==> src/rtl/tlv_pkg.sv <==
// Shared types and constants for the resource-list name finder.
// Assumes a byte-wide image with the record layout described in the brief.
package tlv_pkg;
    typedef enum logic [2:0] {
        ST_IDLE,   // waiting for start
        ST_HDR,    // record header byte
        ST_LLO,    // long record length, low byte
        ST_LHI,    // long record length, high byte
        ST_SHDR,   // subrecord type byte
        ST_SLO,    // subrecord length, low byte
        ST_SHI,    // subrecord length, high byte
        ST_NAME    // name payload bytes
    } step_t;

    localparam logic [3:0] END_TYPE  = 4'hF;
    localparam logic [6:0] NEST_TYPE = 7'h0D;
    localparam logic [5:0] NAME_TAG  = 6'h3C;
endpackage

==> src/rtl/tlv_hdr_decode.sv <==
// Splits a header byte into its short/long fields and subrecord type.
// Purely combinational; the caller decides which view applies.
module tlv_hdr_decode (
    input  logic [7:0] hdr,
    output logic       is_long,
    output logic [3:0] short_type,
    output logic [3:0] short_len,
    output logic [6:0] long_type,
    output logic [5:0] sub_type
);
    // Field extraction for both header shapes.
    always_comb begin
        is_long    = hdr[7];
        short_type = hdr[6:3];
        short_len  = 4'd1 + {1'b0, hdr[2:0]};
        long_type  = hdr[6:0];
        sub_type   = hdr[5:0];
    end
endmodule

==> src/rtl/tlv_addr_guard.sv <==
// Compares a wide fetch pointer against the scan window.
// Assumes LIMIT fits in PW bits.
module tlv_addr_guard #(
    parameter int PW    = 25,
    parameter int LIMIT = 128
) (
    input  logic [PW-1:0] addr,
    output logic          in_range
);
    localparam logic [PW-1:0] LIM = PW'(LIMIT);

    // Window check on the untruncated pointer.
    always_comb in_range = (addr < LIM);
endmodule

==> src/rtl/tlv_wwn_collect.sv <==
// Assembles the name bytes in arrival order, first byte ending in the top lane.
// Assumes clr and shift_en are never high together.
module tlv_wwn_collect #(
    parameter int NB = 8
) (
    input  logic          clk,
    input  logic          rst_n,
    input  logic          clr,
    input  logic          shift_en,
    input  logic [7:0]    byte_in,
    output logic [8*NB-1:0] name
);
    // Shift register for the name bytes.
    always_ff @(posedge clk) begin
        if (!rst_n || clr) name <= '0;
        else if (shift_en) name <= {name[8*NB-9:0], byte_in};
    end

    p_clear_r8: assert property (@(posedge clk) disable iff (!rst_n)
        (clr && !shift_en) |=> (name == '0));
endmodule

==> src/rtl/tlv_wwn_finder.sv <==
// Top: walks the record list through a one-cycle-latency read port and
// reports the first nested name record. Each fetch takes two cycles:
// a request cycle (address checked against the window) and a use cycle.
module tlv_wwn_finder #(
    parameter int AW    = 7,
    parameter int LIMIT = 128,
    parameter int NB    = 8
) (
    input  logic            clk,
    input  logic            rst_n,
    input  logic            start,
    output logic            rd_en,
    output logic [AW-1:0]   rd_addr,
    input  logic [7:0]      rd_data,
    output logic            busy,
    output logic            done,
    output logic            found,
    output logic [8*NB-1:0] wwn,
    output logic [AW-1:0]   wwn_offset
);
    import tlv_pkg::*;

    localparam int PW = AW + 18;
    localparam int CW = $clog2(NB);
    localparam logic [CW-1:0] LAST = CW'(NB - 1);

    step_t         step_q;
    logic          wait_q;
    logic [PW-1:0] fetch_q, rec_q, end_q, sub_q;
    logic [7:0]    lo_q;
    logic [6:0]    ltype_q;
    logic [5:0]    stype_q;
    logic [CW-1:0] cnt_q;
    logic          done_q, found_q;
    logic [AW-1:0] off_q;

    logic          is_long;
    logic [3:0]    short_type, short_len;
    logic [6:0]    long_type;
    logic [5:0]    sub_type;
    logic          in_range;
    logic          accept, use_cyc, miss_end, name_shift;
    logic [PW-1:0] len16, rec_next, sub_next;

    tlv_hdr_decode u_dec (
        .hdr(rd_data), .is_long(is_long), .short_type(short_type),
        .short_len(short_len), .long_type(long_type), .sub_type(sub_type)
    );

    tlv_addr_guard #(.PW(PW), .LIMIT(LIMIT)) u_guard (
        .addr(fetch_q), .in_range(in_range)
    );

    // Control strobes and pointer arithmetic for the use cycle.
    always_comb begin
        accept     = (step_q == ST_IDLE) && start;
        use_cyc    = (step_q != ST_IDLE) && wait_q;
        len16      = PW'({rd_data, lo_q});
        rec_next   = rec_q + PW'(3) + len16;
        sub_next   = sub_q + PW'(3) + len16;
        miss_end   = ((step_q != ST_IDLE) && !wait_q && !in_range) ||
                     (use_cyc && step_q == ST_HDR && !is_long &&
                      short_type == END_TYPE);
        name_shift = use_cyc && step_q == ST_NAME;
    end

    tlv_wwn_collect #(.NB(NB)) u_col (
        .clk(clk), .rst_n(rst_n), .clr(accept || miss_end),
        .shift_en(name_shift), .byte_in(rd_data), .name(wwn)
    );

    // Scan sequencer: request/use alternation and record walking.
    always_ff @(posedge clk) begin
        if (!rst_n) begin
            step_q  <= ST_IDLE;
            wait_q  <= 1'b0;
            fetch_q <= '0;
            rec_q   <= '0;
            end_q   <= '0;
            sub_q   <= '0;
            lo_q    <= '0;
            ltype_q <= '0;
            stype_q <= '0;
            cnt_q   <= '0;
            done_q  <= 1'b0;
            found_q <= 1'b0;
            off_q   <= '0;
        end else begin
            done_q <= 1'b0;
            if (accept) begin
                step_q  <= ST_HDR;
                wait_q  <= 1'b0;
                fetch_q <= '0;
                rec_q   <= '0;
                found_q <= 1'b0;
                off_q   <= '0;
            end else if (miss_end) begin
                step_q <= ST_IDLE;
                wait_q <= 1'b0;
                done_q <= 1'b1;
            end else if (step_q != ST_IDLE && !wait_q) begin
                wait_q <= 1'b1;
            end else if (use_cyc) begin
                wait_q <= 1'b0;
                case (step_q)
                    ST_HDR: begin
                        if (is_long) begin
                            ltype_q <= long_type;
                            fetch_q <= rec_q + PW'(1);
                            step_q  <= ST_LLO;
                        end else begin
                            rec_q   <= rec_q + PW'(short_len);
                            fetch_q <= rec_q + PW'(short_len);
                        end
                    end
                    ST_LLO: begin
                        lo_q    <= rd_data;
                        fetch_q <= fetch_q + PW'(1);
                        step_q  <= ST_LHI;
                    end
                    ST_LHI: begin
                        end_q <= rec_next;
                        if (ltype_q == NEST_TYPE && len16 != '0) begin
                            sub_q   <= rec_q + PW'(3);
                            fetch_q <= rec_q + PW'(3);
                            step_q  <= ST_SHDR;
                        end else begin
                            rec_q   <= rec_next;
                            fetch_q <= rec_next;
                            step_q  <= ST_HDR;
                        end
                    end
                    ST_SHDR: begin
                        stype_q <= sub_type;
                        fetch_q <= fetch_q + PW'(1);
                        step_q  <= ST_SLO;
                    end
                    ST_SLO: begin
                        lo_q    <= rd_data;
                        fetch_q <= fetch_q + PW'(1);
                        step_q  <= ST_SHI;
                    end
                    ST_SHI: begin
                        if (stype_q == NAME_TAG) begin
                            cnt_q   <= '0;
                            fetch_q <= sub_q + PW'(3);
                            step_q  <= ST_NAME;
                        end else if (sub_next < end_q) begin
                            sub_q   <= sub_next;
                            fetch_q <= sub_next;
                            step_q  <= ST_SHDR;
                        end else begin
                            rec_q   <= end_q;
                            fetch_q <= end_q;
                            step_q  <= ST_HDR;
                        end
                    end
                    ST_NAME: begin
                        if (cnt_q == LAST) begin
                            step_q  <= ST_IDLE;
                            done_q  <= 1'b1;
                            found_q <= 1'b1;
                            off_q   <= AW'(sub_q + PW'(3));
                        end else begin
                            cnt_q   <= cnt_q + CW'(1);
                            fetch_q <= fetch_q + PW'(1);
                        end
                    end
                    default: step_q <= ST_IDLE;
                endcase
            end
        end
    end

    // Port drive.
    always_comb begin
        busy       = (step_q != ST_IDLE);
        rd_en      = busy && !wait_q && in_range;
        rd_addr    = fetch_q[AW-1:0];
        done       = done_q;
        found      = found_q;
        wwn_offset = off_q;
    end

    p_start_busy_r1: assert property (@(posedge clk) disable iff (!rst_n)
        (start && !busy) |=> busy);
    p_idle_no_read_r2: assert property (@(posedge clk) disable iff (!rst_n)
        !busy |-> !rd_en);
    p_read_gap_r2: assert property (@(posedge clk) disable iff (!rst_n)
        rd_en |=> !rd_en);
    p_hit_offset_r7: assert property (@(posedge clk) disable iff (!rst_n)
        (done && found) |-> (wwn_offset >= AW'(3)));
    p_miss_zero_r8: assert property (@(posedge clk) disable iff (!rst_n)
        (done && !found) |-> (wwn_offset == '0 && wwn == '0));
    p_done_pulse_r10: assert property (@(posedge clk) disable iff (!rst_n)
        done |=> !done);
    p_done_idle_r10: assert property (@(posedge clk) disable iff (!rst_n)
        done |-> !busy);
endmodule

==> config.mk <==
export PLATFORM = sky130hd
export DESIGN_NAME = tlv_wwn_finder
export DESIGN_NICKNAME = d
export VERILOG_FILES = /design/src/rtl/tlv_pkg.sv /design/src/rtl/tlv_hdr_decode.sv /design/src/rtl/tlv_addr_guard.sv /design/src/rtl/tlv_wwn_collect.sv /design/src/rtl/tlv_wwn_finder.sv
export SDC_FILE = /design/constraint.sdc
export NUM_CORES = 1
export LEC_CHECK = 0
export BUFFER_PORTS_ARGS = -buffer_cell sky130_fd_sc_hd__buf_2
export CAP_MARGIN = 20
export CORE_ASPECT_RATIO = 1.1
export CORE_MARGIN = 4
export CORE_UTILIZATION = 40
export CTS_BUF_LIST = sky130_fd_sc_hd__clkbuf_8 sky130_fd_sc_hd__clkbuf_16
export DETAILED_ROUTE_END_ITERATION = 8
export PLACE_DENSITY = 0.59
export RECOVER_POWER = 50
export SYNTH_ARGS = -nofsm -noshare
export SYNTH_HDL_FRONTEND = slang
export SYNTH_SLANG_ARGS = --single-unit
==> constraint.sdc <==
create_clock -name clk -period 5.6 [get_ports clk]
set_input_delay 1.12 -clock clk [delete_from_list [all_inputs] [get_ports clk]]
set_output_delay 1.12 -clock clk [all_outputs]
set_load 0.02 [all_outputs]
Word level (Yosys, flattened, before mapping)
Cells that the tools add are included.
W data, S select, Z words.
{"block": "word_totals", "reg_bits": 201, "out_inout_bits": 82, "inputBits": 11}
{"block": "op_classes", "reduce_logical": 41, "bitwise_logic": 4, "eq_ne": 24, "muxes": 35, "magnitude_cmp": 2, "add_sub_neg": 9}
{"operator": "$mux W25", "count": 12}
{"operator": "$pmux W25 S5", "count": 1}
{"operator": "$pmux W25 S3", "count": 1}
{"operator": "$add A25 B1 Y25 const B", "count": 2}
{"operator": "$add A25 B16 Y25", "count": 2}
{"operator": "$add A25 B2 Y25 const B", "count": 2}
{"operator": "$pmux W25 S2", "count": 1}
{"operator": "$add A25 B4 Y25", "count": 1}
{"operator": "$lt A25 B25 Y1", "count": 1}
{"operator": "$lt A25 B8 Y1 const B", "count": 1}
{"operator": "$reduce_and A5 Y1", "count": 5}
{"operator": "$reduce_bool A25 Y1", "count": 1}
{"operator": "$mux W3", "count": 7}
{"operator": "$pmux W3 S7", "count": 1}
{"operator": "$ne A2 B2 Y1 const B", "count": 9}
{"operator": "$reduce_and A8 Y1", "count": 2}
{"operator": "$eq A3 B3 Y1 const B", "count": 5}
{"operator": "$mux W1", "count": 11}
{"operator": "$logic_and A1 B1 Y1", "count": 10}
{"operator": "$reduce_bool A3 Y1", "count": 3}
{"operator": "$reduce_and A4 Y1", "count": 2}
{"operator": "$eq A7 B4 Y1 const B", "count": 1}
{"operator": "$reduce_and A7 Y1", "count": 1}
{"operator": "$eq A3 B2 Y1 const B", "count": 2}
{"operator": "other kinds (19)", "count": 31}

Logic depth before layout (Yosys ltp)
Gate-level depths: netlist (run 1).
{"block": "logic_depth", "ltp_word": 10, "ltp_mapped": 28, "mapped_depth_nobuf": 25}

By module
From an unflattened synthesis (run 1), not the netlist that was laid out.
{"block": "unflattened", "hier_cells": 1831, "area_unflattened_um2": 14282.4}
{"mod": "tlv_wwn_finder", "cells_each": 1596, "area_each_um2": 11767.5, "n_inst": 1, "seq_area_each_um2": 2742.6}
{"mod": "tlv_wwn_collect", "cells_each": 207, "area_each_um2": 2304.7, "n_inst": 1, "seq_area_each_um2": 1281.2}
{"mod": "tlv_hdr_decode", "cells_each": 22, "area_each_um2": 166.4, "n_inst": 1, "seq_area_each_um2": 0.0}
{"mod": "tlv_addr_guard", "cells_each": 6, "area_each_um2": 43.8, "n_inst": 1, "seq_area_each_um2": 0.0}

Least setup slack after synthesis (run 1)
Ideal clock, no wire load.
{"block": "synth_timing", "path_kind": "register -> register", "from": "register sub_q[0]", "to": "register sub_q[10]", "synth_period_minus_slack_ns": 5.582, "stages_incl_launch_ff": 26, "setup_ns": 0.116, "t_arrival_ns": 5.466, "setup_slack_ns": 0.018, "required_ns": 5.484, "path_cell_list": "dfxtp_1 > inv_1 > ha_1 > nand3b_1 > or2_2 > clkbuf_1 > nor2_1 > xor2_1 > ha_1 > a21oi_1 > o211a_1 > o211ai_1 > o21a_1 > a311oi_1 > xnor2_1 > ha_1 > a21oi_1 > o21ai_0 > a211oi_1 > o21ai_0 > a21oi_1 > nand2_1 > a21boi_1 > clkbuf_1 > o211ai_1 > o211a_1"}
{"block": "synth_between", "elab_chain_len": 5, "elab_cells_between_ends": 8, "classes_between": "2 x add/sub; 1 x order compare; 1 x eq/ne; 3 x mux; 1 x reduce/logical"}
{"item": "start, declared", "line": "tlv_wwn_finder.sv:29", "rtl": "logic [PW-1:0] fetch_q, rec_q, end_q, sub_q;"}
{"item": "start signal, assigned", "line": "tlv_wwn_finder.sv:124", "rtl": "sub_q <= rec_q + PW'(3);"}
{"item": "start signal, assigned", "line": "tlv_wwn_finder.sv:149", "rtl": "sub_q <= sub_next;"}
{"item": "$add A25 B2 Y25 *"}
{"item": "$add A25 B16 Y25 *", "line": "tlv_wwn_finder.sv:60", "rtl": "sub_next = sub_q + PW'(3) + len16;"}
{"item": "$lt A25 B25 Y1 or $mux W25 (tied branches)", "line": "tlv_wwn_finder.sv:148", "rtl": "end else if (sub_next < end_q) begin"}
{"item": "$ne A2 B2 Y1 (no source line) or $mux W25 (tied branches)"}
{"item": "$reduce_and A8 Y1 (no source line) or $pmux W25 S2 (tied branches)"}
Every way passes the cells marked *; elsewhere a longest branch is shown, timed or not. The select of a mux whose other input is x is not followed.
A chain may end at the register's enable or synchronous reset.

Worst setup path in the final report (run 1)
{"block": "layout_timing", "from": "register sub_q[0]", "to": "register fetch_q[13]"}
{"block": "layout_between", "elab_chain_len": 6}
{"item": "$add A25 B2 Y25 *"}
{"item": "$add A25 B16 Y25", "line": "tlv_wwn_finder.sv:60"}
{"item": "$lt A25 B25 Y1", "line": "tlv_wwn_finder.sv:148"}
{"item": "$mux W25", "line": "tlv_wwn_finder.sv:148"}
{"item": "$mux W25 *", "line": "tlv_wwn_finder.sv:144", "rtl": "if (stype_q == NAME_TAG) begin"}
{"item": "$pmux W25 S5 *", "line": "tlv_wwn_finder.sv:105", "rtl": "case (step_q)"}
{"item": "end signal, assigned", "line": "tlv_wwn_finder.sv:109", "rtl": "fetch_q <= rec_q + PW'(1);"}
{"item": "end signal, assigned", "line": "tlv_wwn_finder.sv:146", "rtl": "fetch_q <= sub_q + PW'(3);"}
{"item": "end signal, assigned", "line": "tlv_wwn_finder.sv:150", "rtl": "fetch_q <= sub_next;"}
{"item": "end, declared", "line": "tlv_wwn_finder.sv:29"}
Every way passes the cells marked *; elsewhere a longest branch is shown, timed or not.

==> impl_metrics.json, run 1 <==
{
  "skew_ns": 0.0342,
  "cts_root_buf": "clkbuf_16",
  "h-tree-depth": 1,
  "ys_ff_latch": 201,
  "drive_gt1_share_pct": 8.84,
  "yosys_most_used_dff": "dfxtp_1",
  "grt_first_pass_wirelength_um": 79100,
  "fmax_mhz": 183,
  "cts_tree": "built",
  "path_class": "reg2reg",
  "grt_use_met2_pct": 42.0,
  "drt_iter0_drc": 1228,
  "die_area_mm2": 0.0384,
  "grt-ovfl-total": 0,
  "setup_slack_ns": 0.128,
  "required_ns": 6.01,
  "ant_nets": 0,
  "io_pins": 93,
  "critPathMaxFanout": 14,
  "synth.cell_area_mm2": 0.0141,
  "violations": "capacitance limit, slew limit",
  "yosysSeqAreaShare_pct": 28.5,
  "initial_core_util_pct": 40.8,
  "worstPathArrival_ns": 5.88,
  "finalCriticalPeriod_ns": 5.47,
  "first_pass_iters": 5,
  "die_height_um": 205,
  "clock_path_buffers": 3,
  "post_drt_wl_per_cell_um": 21.7,
  "gp_congestion": 0.980,
  "worstSkewPairLatency_ns": 0.57,
  "worst_pin_slew_ns": 1.76,
  "syn_nets": 1982,
  "nNetsFinal": 2044,
  "wl_um": 52600,
  "powerDensity_mw_per_mm2": 201,
  "endpoint_kind": "flop",
  "antenna_cells": 0,
  "hold_viol_final": 0,
  "leakagePower_uw": 0.00590,
  "fin_util_pct": 46.3,
  "dp_hpwl_um": 38300,
  "synth_area_per_cell_um2": 7.42,
  "slew_headroom_pct": -18.1,
  "hold_class": "reg2reg",
  "slew_violations": 32,
  "std_cell_rows": 71,
  "grt_util_met3_pct": 4.07,
  "status": "finished with violations",
  "dp_slack_ns": -0.0966,
  "clkTransAtPathRegs_ns": 0.06,
  "cts_sinks": 201,
  "cts_buffers": 24,
  "period_share_pct": 97.7,
  "port_buffers": 92,
  "grt_util_met1_pct": 34.2,
  "synth-edff-count": 0,
  "antenna_found_initial": 0,
  "ys_warn_count": 0,
  "setup_violations": 0,
  "viasPerCell": 5.91,
  "coreArea_mm2": 0.0346,
  "grt_busiest_layer": "met2",
  "vias": 14295,
  "areaGrowthSynthToFinish_pct": 13.3,
  "cts_hold_buf": 0,
  "cap_violations": 2,
  "syn_inst": 1903,
  "drc_errors": 0,
  "synth_cell_type_count": 79,
  "grt_max_degree": 68,
  "die_w_um": 187,
  "grt_usage_pct": 26.0,
  "ir_drop_mv": 0.199,
  "crit_path_start_kind": "flop",
  "grt_pass1_vias": 13161,
  "async_reset_ff_share_pct": 0
}
==> where the power goes <==
part,switching [uW],internal (uW),leakage [uW]
clock,674,867,0.000392
sequential,12.0,1440,0.00162
combinational,145,72.0,0.00389
total,831,2370,0.00590
==> cell usage in the layout, fill, tap and decap left out, drive strengths merged, types with 10 or more instances in the layout <==
master and instances:
nor3 28, o21ai 117, nor2b 33, inv 65, xnor2 87, a21boi 24, clkbuf 112, nand2 300
a21oi 164, buf 88, nand4 33, nor2 164, a211oi 32, or3 15, o211a 13, o21a 15
nand2b 10, mux2i 33, xor2 64, ha 65, dfxtp 201, o211ai 29, a31oi 13, a21o 14
and2 19, nor4 18, nand3 57, and3 13, a221oi 32
==> final timing paths <==
| kind | start | end | cells past startpoint | slack (ns) |
|---|---|---|---|---|
| max | sub_q[0]$_SDFFE_PN0P_ | fetch_q[13]$_SDFFE_PP0P_ | 24 | 0.13 |
| min | u_col.name[58]$_SDFFE_PP0P_ | u_col.name[58]$_SDFFE_PP0P_ | 2 | 0.45 |
| max reg2reg | sub_q[0]$_SDFFE_PN0P_ | fetch_q[13]$_SDFFE_PP0P_ | 24 | 0.13 |
| min reg2reg | u_col.name[58]$_SDFFE_PP0P_ | u_col.name[58]$_SDFFE_PP0P_ | 2 | 0.45 |
==> through the flow <==
step                std cells  instance area, um^2  TNS, ns  hold WS (ns)  power, uW
CTS                      2406                15900        0         0.454       3230
floorplan                1903                14100        0         0.443       1600
detailed placement       2365                15200   -0.247         0.446       1680
finish                   2418                16000        0         0.453       3210
global route             2418                16000    -1.86         0.482       3300
global placement         2365                15200  -0.0225         0.441       1680
==> cells by family after synthesis <==
family                     Yosys count  share of synthesized area [%]
buffers and inverters              198                           5.74
adders and majority gates           68                           6.19
and+or+nand+nor                    726                           23.8
muxes                               37                           2.66
AOI/OAI and AO/OA                  522                           23.7
DFF                                201                           28.5
xor gates and xnor gates           151                           9.37
==> synth_stat cells, types with 32 or more instances <==
cell,n,area (um^2)
inv_1,61,229
nand3_1,57,285
ha_1,65,813
nor2_1,164,616
xnor2_1,87,762
dfxtp_1,201,4020
nor2b_1,33,206
a21oi_1,164,821
xor2_1,64,561
clkbuf_1,107,402
mux2i_1,33,330
a211oi_1,32,240
o21ai_0,117,586
nand2_1,300,1130
==> metal layers <==
metal / vias to the layer above / part of all wire [%]
li1: 6846 / -
met1: 6733 / 43
met2: 586 / 45
met3: 130 / 7.0
met4: 0 / 4.8
met5: - / 0
==> critical path: stages (launching register included) <==
cell and delay [ns]:
dfxtp_1 0.33, inv_1 0.07, ha_1 0.23, nand3b_1 0.19
or2_4 0.31, nor2_1 0.12, xor2_1 0.24, ha_2 0.35
buf_4 0.15, a21oi_2 0.15, o211a_1 0.18, o211ai_1 0.15
buf_4 0.21, a311oi_4 0.34, xnor2_2 0.17, ha_1 0.28
a21oi_1 0.20, o21ai_2 0.13, a211oi_2 0.22, o21ai_2 0.14
a21oi_4 0.24, buf_12 0.17, mux2_2 0.34, a221oi_1 0.29
nor3_1 0.09
==> layout make-up <==
class	count	area (um^2)
fill	3540	18600
clock buffer	27	642
inverter	61	229
sequential	201	4030
clock inverter	14	118
multi-input combinational	1504	9420
tap	438	548
timing repair buffer	173	1010
==> repair_timing <==
action / CTS / global route
buffers inserted: 0 / 11
pin swaps: 0 / 7
setup endpoints to repair: 15 / 75
cloned: 0 / 1
resized for setup: 2 / 21
==> sequential cells by signal, summed over array words and instances (netlist names), 3 cells and up <==
register / flops
cnt_q: 3
end_q: 25
fetch_q: 25
lo_q: 8
ltype_q: 7
rec_q: 25
step_q: 3
stype_q: 6
sub_q: 25
u_col.name: 64
wwn_offset: 7
No activity file was read; power rests on OpenSTA's default activity.
==> inputs of run 2 (changes only) <==
--- a/config.mk
+++ b/config.mk
@@ -5,6 +5,7 @@
 export SDC_FILE = /design/constraint.sdc
 export NUM_CORES = 1
 export LEC_CHECK = 0
+export ABC_AREA = 1
 export BUFFER_PORTS_ARGS = -buffer_cell sky130_fd_sc_hd__buf_2
 export CAP_MARGIN = 20
 export CORE_ASPECT_RATIO = 1.1
==> run 2 against run 1 <==
Effect of this change: the run still ends with capacitance limit, slew limit left; fmax is 1.2% higher; routed wire length is 20% higher; highest routed layer unchanged; critical path type unchanged; combinational power is 3% lower; first-iteration DRC count is 25% higher; non-clock buffer count is 34 lower.
==> impl_metrics.json, run 2 <==
{
  "coreArea_mm2": 0.0364,
  "cts_hold_buf": 0,
  "cts_buffers": 25,
  "post_drt_wl_per_cell_um": 21.6,
  "path_class": "reg2reg",
  "cap_violations": 2,
  "endpoint_kind": "flop",
  "cts_tree": "built",
  "grt-ovfl-total": 0,
  "ant_nets": 0,
  "clkTransAtPathRegs_ns": 0.06,
  "drive_gt1_share_pct": 8.00,
  "ys_warn_count": 0,
  "top_register": "u_col.name",
  "yosysSeqAreaShare_pct": 27.0,
  "slew_violations": 49,
  "violations": "capacitance limit, slew limit",
  "antenna_found_initial": 0,
  "skew_ns": 0.0192,
  "async_reset_ff_share_pct": 0,
  "synth.area.top_cells": "dfxtp_1, nand2_1, a21oi_1",
  "synth_top_area_share_pct": 27.0,
  "synth_area_per_cell_um2": 6.37,
  "yosys.area.top_type": "dfxtp_1",
  "yosys-top-cells-count": "nand2_1, inv_1, a21oi_1",
  "slew_headroom_pct": -25.9,
  "ys_ff_latch": 201,
  "antenna_cells": 0,
  "drc_errors": 0,
  "syn_inst": 2336,
  "areaGrowthSynthToFinish_pct": 12.3,
  "drt_iter0_drc": 1530,
  "hold_viol_final": 0,
  "status": "finished with violations",
  "critPathMaxFanout": 39,
  "leakagePower_uw": 0.00696,
  "synth_cell_type_count": 61,
  "grt_max_degree": 66,
  "final_common_cell": "nand2_1",
  "clock_path_buffers": 3,
  "powerDensity_mw_per_mm2": 205,
  "largest_reg_flops": 64,
  "cts_root_buf": "clkbuf_16",
  "cts_sinks": 201,
  "switching_power_uw": 854,
  "grt_usage_pct": 30.0,
  "grt_pass1_vias": 15377,
  "fmax_mhz": 185,
  "die_area_mm2": 0.0404,
  "grt_first_pass_wirelength_um": 93200,
  "io_pins": 93,
  "die_w_um": 192,
  "h-tree-depth": 1,
  "port_buffers": 92,
  "initial_core_util_pct": 40.8,
  "worst_pin_slew_ns": 1.89,
  "synth-edff-count": 0,
  "worstPathArrival_ns": 5.83,
  "synth.cell_area_mm2": 0.0149,
  "crit_path_start_kind": "flop",
  "p_seq_share_pct": 42.0,
  "syn_nets": 2415,
  "internal_power_uw": 2570,
  "first_pass_iters": 6,
  "period_share_pct": 96.6,
  "hold_class": "reg2reg",
  "synth.most_common_cell": "nand2_1",
  "nNetsFinal": 2485,
  "vias": 16393,
  "finalCriticalPeriod_ns": 5.41,
  "ir_drop_mv": 0.183,
  "yosys_most_used_dff": "dfxtp_1",
  "layout_common_cells": "nand2_1, inv_1, a21oi_1",
  "rsz0062_at_grt": "false",
  "setup_violations": 0,
  "die_height_um": 210,
  "p_sw_share_pct": 24.9,
  "finalSetupTns_ns": 0,
  "clkPwrFrac_pct": 51.8,
  "required_ns": 6.03,
  "worstSkewPairLatency_ns": 0.55,
  "dp_hpwl_um": 48000,
  "std_cell_rows": 73,
  "whs_ns": 0.450,
  "pwr-share-comb_pct": 6.1,
  "gp_congestion": 0.998,
  "wl_um": 63000,
  "viasPerCell": 5.63
}
==> run 2: cell count changes after synthesis, moves of 26 or more <==
cell,previous run,this run
buf_2,5,32
nand3_1,57,93
mux2i_1,33,0
a21oi_1,164,242
o21ai_0,117,151
a211oi_1,32,6
nor2b_1,33,0
clkbuf_1,107,52
xnor2_1,87,14
inv_1,61,284
nand2_1,300,627
==> run 2: metrics by stage <==
stage | total power [uW] | instances | cell area (um^2) | utilization, % | setup WS (ns)
floorplan | 1590 | 2336 | 14900 | - | 1.08
global placement | 1680 | 2861 | 15900 | 43.5 | 0.296
detailed placement | 1680 | 2861 | 15900 | 43.5 | 0.286
CTS | 3450 | 2906 | 16800 | 46.0 | 0.266
global route | 3530 | 2911 | 16700 | 45.9 | 0.00650
finish | 3430 | 2911 | 16700 | 45.9 | 0.193
==> run 2: cells by family after synthesis <==
kind of cell	after synthesis	share of synthesized area, %
AOI/OAI and AO/OA	527	19.8
xor gates and xnor gates	103	6.34
and+or+nand+nor	1041	30.4
buffers and inverters	396	10.6
DFF	201	27.0
adders and majority gates	68	5.87
==> run 2: layer usage <==
layer / routed length [um] / GRT usage [%] / vias to the layer above
met1: 25700 / 38.3 / 7661
met5: 0 / 0 / -
met2: 28000 / 48.5 / 800
li1: - / - / 7777
met3: 5670 / 5.88 / 155
met4: 3530 / 14.3 / 0
==> run 2: path summary, 6_finish.rpt <==
path                           start                      end  slack, ns  depth (start not counted)
max reg2reg   step_q[2]$_SDFFE_PP0P_   end_q[10]$_SDFFE_PN0P_       0.19                         14
min reg2reg  ltype_q[6]$_SDFFE_PN0P_  ltype_q[6]$_SDFFE_PN0P_       0.45                          2
max           step_q[2]$_SDFFE_PP0P_   end_q[10]$_SDFFE_PN0P_       0.19                         14
min          ltype_q[6]$_SDFFE_PN0P_  ltype_q[6]$_SDFFE_PN0P_       0.45                          2
==> run 2: repair_timing <==
action,CTS,global route
gates resized for setup,0,18
setup buffers,0,3
setup endpoints to repair,0,73
hold endpoints to repair,0,0
==> run 2: cell type report <==
cell class	count	area [um^2]
Fill cell	3980	19700
Multi-Input combinational cell	1739	9320
Sequential cell	201	4020
Inverter	299	1130
Timing Repair Buffer	139	734
Clock buffer	28	667
Tap cell	487	609
Clock inverter	17	223
Timing Repair inverter	1	5.00
==> run 2: power by group through the flow <==
| stage | clock network (uW) | registers, uW | logic [uW] |
|---|---|---|---|
| 2_1_floorplan | 0 | 1470 | 118 |
| 3_3_place_gp | 0 | 1470 | 203 |
| 3_5_place_dp | 0 | 1470 | 204 |
| 4_1_cts | 1800 | 1440 | 204 |
| 5_1_grt | 1860 | 1440 | 223 |
| 6_report | 1780 | 1440 | 210 |
==> run 2: critical path, stage by stage, from the launching register on <==
cell and delay, ns:
dfxtp_1 0.40, nor2_4 0.13, clkbuf_1 1.25, inv_4 0.35, nor2_1 0.38, nor2_1 0.10, nand2_1 0.09, nand2_1 0.11
nor2_1 0.84, nand2_1 0.10, clkbuf_2 0.55, inv_1 0.66, nand2_1 0.10, o211ai_1 0.11, inv_1 0.05
